$ cat src/rtl/uart_xoff_tx_pkg.sv
package uart_xoff_tx_pkg;

  typedef enum logic [2:0] {
    ST_IDLE,
    ST_START,
    ST_DATA,
    ST_PAR,
    ST_STOP,
    ST_BRK
  } tx_state_e;

  typedef struct packed {
    logic [1:0] word_len;
    logic       two_stop;
    logic       par_en;
    logic       par_odd;
  } frame_cfg_t;

  // Mask of the data bits that belong to a character of the given length.
  function automatic logic [7:0] len_mask(input logic [1:0] wl);
    return 8'hFF >> (2'd3 - wl);
  endfunction

  // Parity bit for a character under a given frame configuration.
  function automatic logic frame_parity(input logic [7:0] d, input frame_cfg_t c);
    return c.par_odd ^ (^(d & len_mask(c.word_len)));
  endfunction

endpackage

$ cat src/rtl/txq_word_fifo.sv
module txq_word_fifo #(
  parameter int DEPTH  = 8,
  parameter int WORD_W = 32
) (
  input  logic              clk,
  input  logic              rst_n,
  input  logic              push,
  input  logic [WORD_W-1:0] push_data,
  output logic              space,
  input  logic              pop_char,
  output logic              char_avail,
  output logic [7:0]        char_out
);
  localparam int PTR_W = (DEPTH > 1) ? $clog2(DEPTH) : 1;
  localparam int CNT_W = $clog2(DEPTH + 1);
  localparam int LANES = WORD_W / 8;
  localparam int LANE_W = (LANES > 1) ? $clog2(LANES) : 1;

  logic [WORD_W-1:0] mem [DEPTH];
  logic [PTR_W-1:0]  wr_ptr, rd_ptr;
  logic [CNT_W-1:0]  count;
  logic [LANE_W-1:0] lane;
  logic              last_lane, do_push, free_slot;
  logic [7:0]        lane_bytes [LANES];

  function automatic logic [PTR_W-1:0] ptr_next(input logic [PTR_W-1:0] p);
    return (p == PTR_W'(DEPTH - 1)) ? '0 : p + 1'b1;
  endfunction

  // Split the head word into byte lanes.
  for (genvar g = 0; g < LANES; g++) begin : g_lane
    assign lane_bytes[g] = mem[rd_ptr][8*g +: 8];
  end

  assign space      = (count < CNT_W'(DEPTH));
  assign char_avail = (count != '0);
  assign char_out   = lane_bytes[lane];
  assign last_lane  = (lane == LANE_W'(LANES - 1));
  assign do_push    = push && space;
  assign free_slot  = pop_char && char_avail && last_lane;

  always_ff @(posedge clk) begin
    if (do_push) mem[wr_ptr] <= push_data;
  end

  always_ff @(posedge clk or negedge rst_n) begin
    if (!rst_n) begin
      wr_ptr <= '0;
      rd_ptr <= '0;
      count  <= '0;
      lane   <= '0;
    end else begin
      if (do_push) wr_ptr <= ptr_next(wr_ptr);
      if (pop_char && char_avail) begin
        if (last_lane) begin
          lane   <= '0;
          rd_ptr <= ptr_next(rd_ptr);
        end else begin
          lane <= lane + 1'b1;
        end
      end
      case ({do_push, free_slot})
        2'b10:   count <= count + 1'b1;
        2'b01:   count <= count - 1'b1;
        default: count <= count;
      endcase
    end
  end
endmodule

$ cat src/rtl/txq_flow_arb.sv
module txq_flow_arb (
  input  logic       clk,
  input  logic       rst_n,
  input  logic       boundary,
  input  logic       from_idle,
  input  logic       halt,
  input  logic       brk_req,
  input  logic       cts_en,
  input  logic       cts_n,
  input  logic       xon_evt,
  input  logic       xoff_evt,
  input  logic       fifo_avail,
  input  logic [7:0] fifo_char,
  input  logic       force_valid,
  input  logic [7:0] force_char,
  output logic       force_ready,
  output logic       paused,
  output logic       go_brk,
  output logic       go_char,
  output logic       pop_fifo,
  output logic [7:0] char_sel
);
  logic       paused_q, fpend_q;
  logic [7:0] fchar_q;
  logic       launch_ok, take_force, cts_ok;

  assign cts_ok     = !cts_en || !cts_n;
  assign launch_ok  = boundary && !halt;
  assign go_brk     = launch_ok && brk_req;
  assign take_force = launch_ok && !brk_req && fpend_q && from_idle;
  assign pop_fifo   = launch_ok && !brk_req && !take_force && fifo_avail
                      && !paused_q && cts_ok;
  assign go_char    = take_force || pop_fifo;
  assign char_sel   = take_force ? fchar_q : fifo_char;

  assign force_ready = !fpend_q;
  assign paused      = paused_q;

  always_ff @(posedge clk or negedge rst_n) begin
    if (!rst_n) begin
      paused_q <= 1'b0;
      fpend_q  <= 1'b0;
      fchar_q  <= '0;
    end else begin
      if (xoff_evt)     paused_q <= 1'b1;
      else if (xon_evt) paused_q <= 1'b0;

      if (take_force) begin
        fpend_q <= 1'b0;
      end else if (force_valid && !fpend_q) begin
        fpend_q <= 1'b1;
        fchar_q <= force_char;
      end
    end
  end
endmodule

$ cat src/rtl/txq_frame_ser.sv
module txq_frame_ser
  import uart_xoff_tx_pkg::*;
(
  input  logic       clk,
  input  logic       rst_n,
  input  logic       tick,
  input  frame_cfg_t cfg,
  input  logic       cfg_break,
  input  logic       go_brk,
  input  logic       go_char,
  input  logic [7:0] char_in,
  output logic       boundary,
  output logic       at_idle,
  output logic       txd
);
  tx_state_e  st;
  frame_cfg_t cur;
  logic [7:0] shreg;
  logic [2:0] bit_idx;
  logic       stop_idx, par_q, txd_q;
  logic       stop_last, data_last;

  assign stop_last = (stop_idx == cur.two_stop);
  assign data_last = (bit_idx == (3'd4 + {1'b0, cur.word_len}));
  assign at_idle   = (st == ST_IDLE);
  assign boundary  = tick && (at_idle || (st == ST_STOP && stop_last));
  assign txd       = txd_q;

  always_ff @(posedge clk or negedge rst_n) begin
    if (!rst_n) begin
      st       <= ST_IDLE;
      cur      <= '0;
      shreg    <= '0;
      bit_idx  <= '0;
      stop_idx <= 1'b0;
      par_q    <= 1'b0;
      txd_q    <= 1'b1;
    end else if (tick) begin
      unique case (st)
        ST_START: begin
          txd_q   <= shreg[0];
          bit_idx <= '0;
          st      <= ST_DATA;
        end
        ST_DATA: begin
          if (data_last) begin
            if (cur.par_en) begin
              st    <= ST_PAR;
              txd_q <= par_q;
            end else begin
              st       <= ST_STOP;
              txd_q    <= 1'b1;
              stop_idx <= 1'b0;
            end
          end else begin
            bit_idx <= bit_idx + 1'b1;
            txd_q   <= shreg[1];
            shreg   <= shreg >> 1;
          end
        end
        ST_PAR: begin
          st       <= ST_STOP;
          txd_q    <= 1'b1;
          stop_idx <= 1'b0;
        end
        ST_BRK: begin
          if (!cfg_break) begin
            st           <= ST_STOP;
            txd_q        <= 1'b1;
            stop_idx     <= 1'b0;
            cur.two_stop <= cfg.two_stop;
          end else begin
            txd_q <= 1'b0;
          end
        end
        default: begin
          if (st == ST_STOP && !stop_last) begin
            stop_idx <= 1'b1;
            txd_q    <= 1'b1;
          end else if (go_brk) begin
            st    <= ST_BRK;
            txd_q <= 1'b0;
          end else if (go_char) begin
            st    <= ST_START;
            txd_q <= 1'b0;
            shreg <= char_in;
            cur   <= cfg;
            par_q <= frame_parity(char_in, cfg);
          end else begin
            st    <= ST_IDLE;
            txd_q <= 1'b1;
          end
        end
      endcase
    end
  end
endmodule

$ cat src/rtl/uart_xoff_tx.sv
module uart_xoff_tx
  import uart_xoff_tx_pkg::*;
#(
  parameter int DEPTH  = 8,
  parameter int WORD_W = 32
) (
  input  logic              clk,
  input  logic              rst_n,
  input  logic              bit_en,
  input  logic              s_valid,
  output logic              s_ready,
  input  logic [WORD_W-1:0] s_data,
  input  logic [1:0]        cfg_word_len,
  input  logic              cfg_two_stop,
  input  logic              cfg_par_en,
  input  logic              cfg_par_odd,
  input  logic              cfg_break,
  input  logic              cfg_cts_en,
  input  logic              cts_n,
  input  logic              xon_hit,
  input  logic              xoff_hit,
  input  logic              sw_xon,
  input  logic              sw_xoff,
  input  logic              force_halt,
  input  logic              force_valid,
  output logic              force_ready,
  input  logic [7:0]        force_char,
  output logic              txd,
  output logic              tx_busy,
  output logic              tx_paused
);
  frame_cfg_t cfg;
  logic       fifo_avail, pop_fifo, boundary, at_idle, go_brk, go_char;
  logic [7:0] fifo_char, char_sel;

  assign cfg = '{word_len: cfg_word_len, two_stop: cfg_two_stop,
                 par_en: cfg_par_en, par_odd: cfg_par_odd};

  txq_word_fifo #(.DEPTH(DEPTH), .WORD_W(WORD_W)) u_fifo (
    .clk(clk), .rst_n(rst_n), .push(s_valid), .push_data(s_data),
    .space(s_ready), .pop_char(pop_fifo), .char_avail(fifo_avail),
    .char_out(fifo_char)
  );

  txq_flow_arb u_arb (
    .clk(clk), .rst_n(rst_n), .boundary(boundary), .from_idle(at_idle),
    .halt(force_halt), .brk_req(cfg_break), .cts_en(cfg_cts_en),
    .cts_n(cts_n), .xon_evt(xon_hit || sw_xon),
    .xoff_evt(xoff_hit || sw_xoff), .fifo_avail(fifo_avail),
    .fifo_char(fifo_char), .force_valid(force_valid),
    .force_char(force_char), .force_ready(force_ready),
    .paused(tx_paused), .go_brk(go_brk), .go_char(go_char),
    .pop_fifo(pop_fifo), .char_sel(char_sel)
  );

  txq_frame_ser u_ser (
    .clk(clk), .rst_n(rst_n), .tick(bit_en), .cfg(cfg),
    .cfg_break(cfg_break), .go_brk(go_brk), .go_char(go_char),
    .char_in(char_sel), .boundary(boundary), .at_idle(at_idle),
    .txd(txd)
  );

  assign tx_busy = !at_idle;
endmodule

$ cat config.mk
export PLATFORM = sky130hd
export DESIGN_NAME = uart_xoff_tx
export DESIGN_NICKNAME = d
export VERILOG_FILES = /design/src/rtl/uart_xoff_tx_pkg.sv /design/src/rtl/txq_word_fifo.sv /design/src/rtl/txq_flow_arb.sv /design/src/rtl/txq_frame_ser.sv /design/src/rtl/uart_xoff_tx.sv
export SDC_FILE = /design/constraint.sdc
export NUM_CORES = 1
export LEC_CHECK = 0
export BUFFER_PORTS_ARGS = -buffer_cell sky130_fd_sc_hd__buf_2
export CAP_MARGIN = 5
export CORE_UTILIZATION = 30
export DETAILED_ROUTE_END_ITERATION = 10
export PLACE_DENSITY = 0.51
export SLEW_MARGIN = 40
export SYNTH_ARGS = -nofsm -noshare
export SYNTH_HDL_FRONTEND = slang
export SYNTH_HIERARCHICAL = 1
export SYNTH_SLANG_ARGS = --single-unit
$ cat constraint.sdc
create_clock -name clk -period 5.58 [get_ports clk]
set_input_delay 1.116 -clock clk [delete_from_list [all_inputs] [get_ports clk]]
set_output_delay 1.116 -clock clk [all_outputs]
set_load 0.01 [all_outputs]
==> results.toml <==
[pwr]
vdd_drop_max_v = 0.0002607
pwr-share-clk = 0.345
p_switching_w = 0.001678
p_int_w = 0.004651
p_sw_frac = 0.2651
p_per_area_nw_per_um2 = 437.3
p_comb_frac = 0.179
cellLeakagePower_nw = 4.854
pwr-share-seq = 0.476

[drt]
dr_wl_met2_um = 12520
drt_iter0_markers = 358
met3WireLength_um = 1769
wl_um = 25870
dr.max_layer_used = "met5"
drc = 0
wl_per_cell_um = 20.66
route.vias.total = 5955
postRouteAntennaNets = 0
first_pass_iters = 5
via_per_inst = 4.756
wl_met1_um = 11100

[synthesis]
syn-num-nets = 685
synthFlopType = "edfxtp_1"
synth_area_per_cell_um2 = 19.97
yosys-top-cells-area = "edfxtp_1 (62%), mux4_2 (15%), dfrtp_1 (8.5%)"
synth_edf_count = 256
synth.most_common_cell = "edfxtp_1"
yosysTopAreaCell = "edfxtp_1"
synth_top_area_frac = 0.6240
synthesis.instances = 617
synthDistinctLibCells = 57
yosys-top-cells-count = "edfxtp_1 (256), mux4_2 (80), dfrtp_1 (42)"
synth_area_um2 = 12320
postSynthRegisterBits = 299
ys_seq_area_frac = 0.7115
yosysWarnings = 6
ys_async_sr_fraction = 0.1438

[layout]
seq_area_um2 = 8776
multi_input_comb_area_um2 = 3407
final_nets = 770
fillerInstances = 3673
area_growth_pct = 17.47
drive_above_1_share = 0.3586

[run_status]
status = "finished, final reports clean"

[place]
dp_slack_ps = 1543
gp_congestion = 0.7835
numPortBuffers = 62
dpl.hpwl_um = 16010

[setup_path]
crit_family = "multiplexers"
arrival_ps = 3980
cp.required_ps = 6020
cp_cell_sequence = "buf_12, mux4_2, mux4_2, mux2_2, mux2_4, xnor2_1, xnor2_1, xnor2_1, xnor2_1, a21oi_1"
path_buf_inv = 1
start_kind = "flip-flop"
critPathMaxFanout = 20
worstSetupPathDepth = 10
rrSetupSlack_ps = 2040
path_class = "flip-flop to flip-flop"
endpoint_kind = "flip-flop"
crit_slowest_cell = "dfrtp_4"
cpPeakStageDelay_ps = 700
cp_common_cell = "xnor2_1"
reg2reg_depth = 10

[min_path]
whs_path_depth = 1
hold_class = "flip-flop to flip-flop"

[timing]
setup_ws_ps = 2036
slew_violations = 0
worst_slew_pin_slew_ps = 776.4
slew_headroom = 0.4807
fin_crit_sh = 0.6352
tns_ps = 0
setup_viol = 0
hold_viol_final = 0
fmax_ghz = 0.2821
skew_ps = 26.13
fin_crit_ps = 3544
rsz0062_at_grt = "no"

[cts]
path_clk_slew_ps = 60
postCtsHoldBufs = 0
cts_setup_buffers = 0
htree_levels = 1
insertion_delay_ps = 590
cts_num_sinks = 299
root_buffer = "clkbuf_16"
cts_max_path_buffers = 3
numCtsBuffers = 31
cts_tree = "done"
post_cts_resized = 0

[floorplan]
core_um2 = 40100
initial_utilization = 0.3072
die_w_um = 204.6
pin_count = 63
die_area_um2 = 41880
dieHeight_um = 204.6
rows = 73

[global_routing]
grt_usage = 0.1277
grt_pass1_vias = 6433
grt_max_degree = 44
grt_pass1_wl_um = 39610
grt-ovfl-total = 0
grt_antenna_before_repair = 4

[job]
drv_cap = 0
final timing paths:
| path | endpoint | startpoint |
|---|---|---|
| setup / recovery | u_ser/par_q | u_fifo/rd_ptr[1] |
| hold / removal | u_fifo/count[3] | u_fifo/count[3] |
| setup reg to reg | u_ser/par_q | u_fifo/rd_ptr[1] |
| hold reg to reg | u_fifo/count[3] | u_fifo/count[3] |
| max in group asynchronous | u_fifo/rd_ptr[0] | rst_n |
| min in group asynchronous | u_ser/cur[2] | rst_n |
cells in the final DEF, fill, tap and decap left out, types with 12 or more instances in the layout:
master,Yosys,routed
mux2_2,20,20
clkbuf_16,0,31
buf_4,0,17
xnor2_1,12,12
dfrtp_1,42,39
edfxtp_1,256,256
mux4_2,80,80
inv_1,12,12
buf_2,6,61
nand2_1,34,34
mux2_4,15,15
worst reg2reg max path: cells and delay by family, from the launching register on:
family	cells	cell delay (ps)
AO/OA/AOI/OAI	1	90
XOR/XNOR	4	710
buffers and inverters	1	270
flip-flops	1	700
multiplexers	4	1650
flip-flops by register name, summed over array words and instances, names as in the netlist:
signal	cells
u_arb/paused	1
u_fifo/lane	2
u_ser/shreg	8
u_arb/fchar_q	8
u_ser/par_q	1
u_fifo/mem	256
u_arb/fpend_q	1
u_ser/stop_idx	1
u_fifo/count	4
u_ser/bit_idx	3
u_ser/cur	4
u_ser/st	3
u_ser/txd	1
u_fifo/rd_ptr	3
u_fifo/wr_ptr	3
per-layer routing:
| layer | track usage | vias up |
|---|---|---|
| met2 | 0.2159 | 158 |
| met5 | 0 | - |
| met4 | 0.02852 | 6 |
| met3 | 0.03038 | 40 |
| met1 | 0.1655 | 3074 |
| li1 | - | 2677 |
per-stage QoR:
step	cells	hold slack (ps)	total power, W	area (µm²)	util
6_report	1252	513.9	0.006328	14470	0.3609
5_1_grt	1250	520.9	0.006632	14470	0.3608
4_1_cts	1250	511.6	0.006423	14460	0.3607
3_5_place_dp	1194	497.4	0.004214	13380	0.3337
3_3_place_gp	1191	483.4	0.004161	13290	0.3315
2_1_floorplan	617	459.9	0.003789	12320	-
power groups by stage:
stage          Clock, W  Combinational, W  Sequential, W
2_1_floorplan         0          0.000829        0.00296
4_1_cts         0.00225           0.00116        0.00302
6_report        0.00218           0.00113        0.00301
3_3_place_gp          0           0.00112        0.00304
5_1_grt         0.00233           0.00125        0.00306
3_5_place_dp          0           0.00115        0.00306
cells by family (layout without fill, tap and decap cells):
logic type               Yosys count  in the layout  share of synthesized area
buffers and inverters             41            149                    0.01798
other                              0              2                          0
flip-flops                       299            299                     0.7115
adder cells (fa/ha/maj)           10             10                    0.01077
AO/OA/AOI/OAI                     42             42                    0.02387
XOR/XNOR                          14             14                   0.009953
multiplexers                     121            121                     0.1881
AND/OR/NAND/NOR                   90             90                    0.03788
layout make-up:
cell class                 count  area share
antenna                        2   0.0003458
multi-input combinational    277      0.2354
inverter                      12    0.003113
clock buffer                  33     0.05412
tap                          525     0.04539
clock inverter                23     0.02058
sequential                   299      0.6064
timing repair buffer          81     0.03458
(Power assumes the default switching activity.)
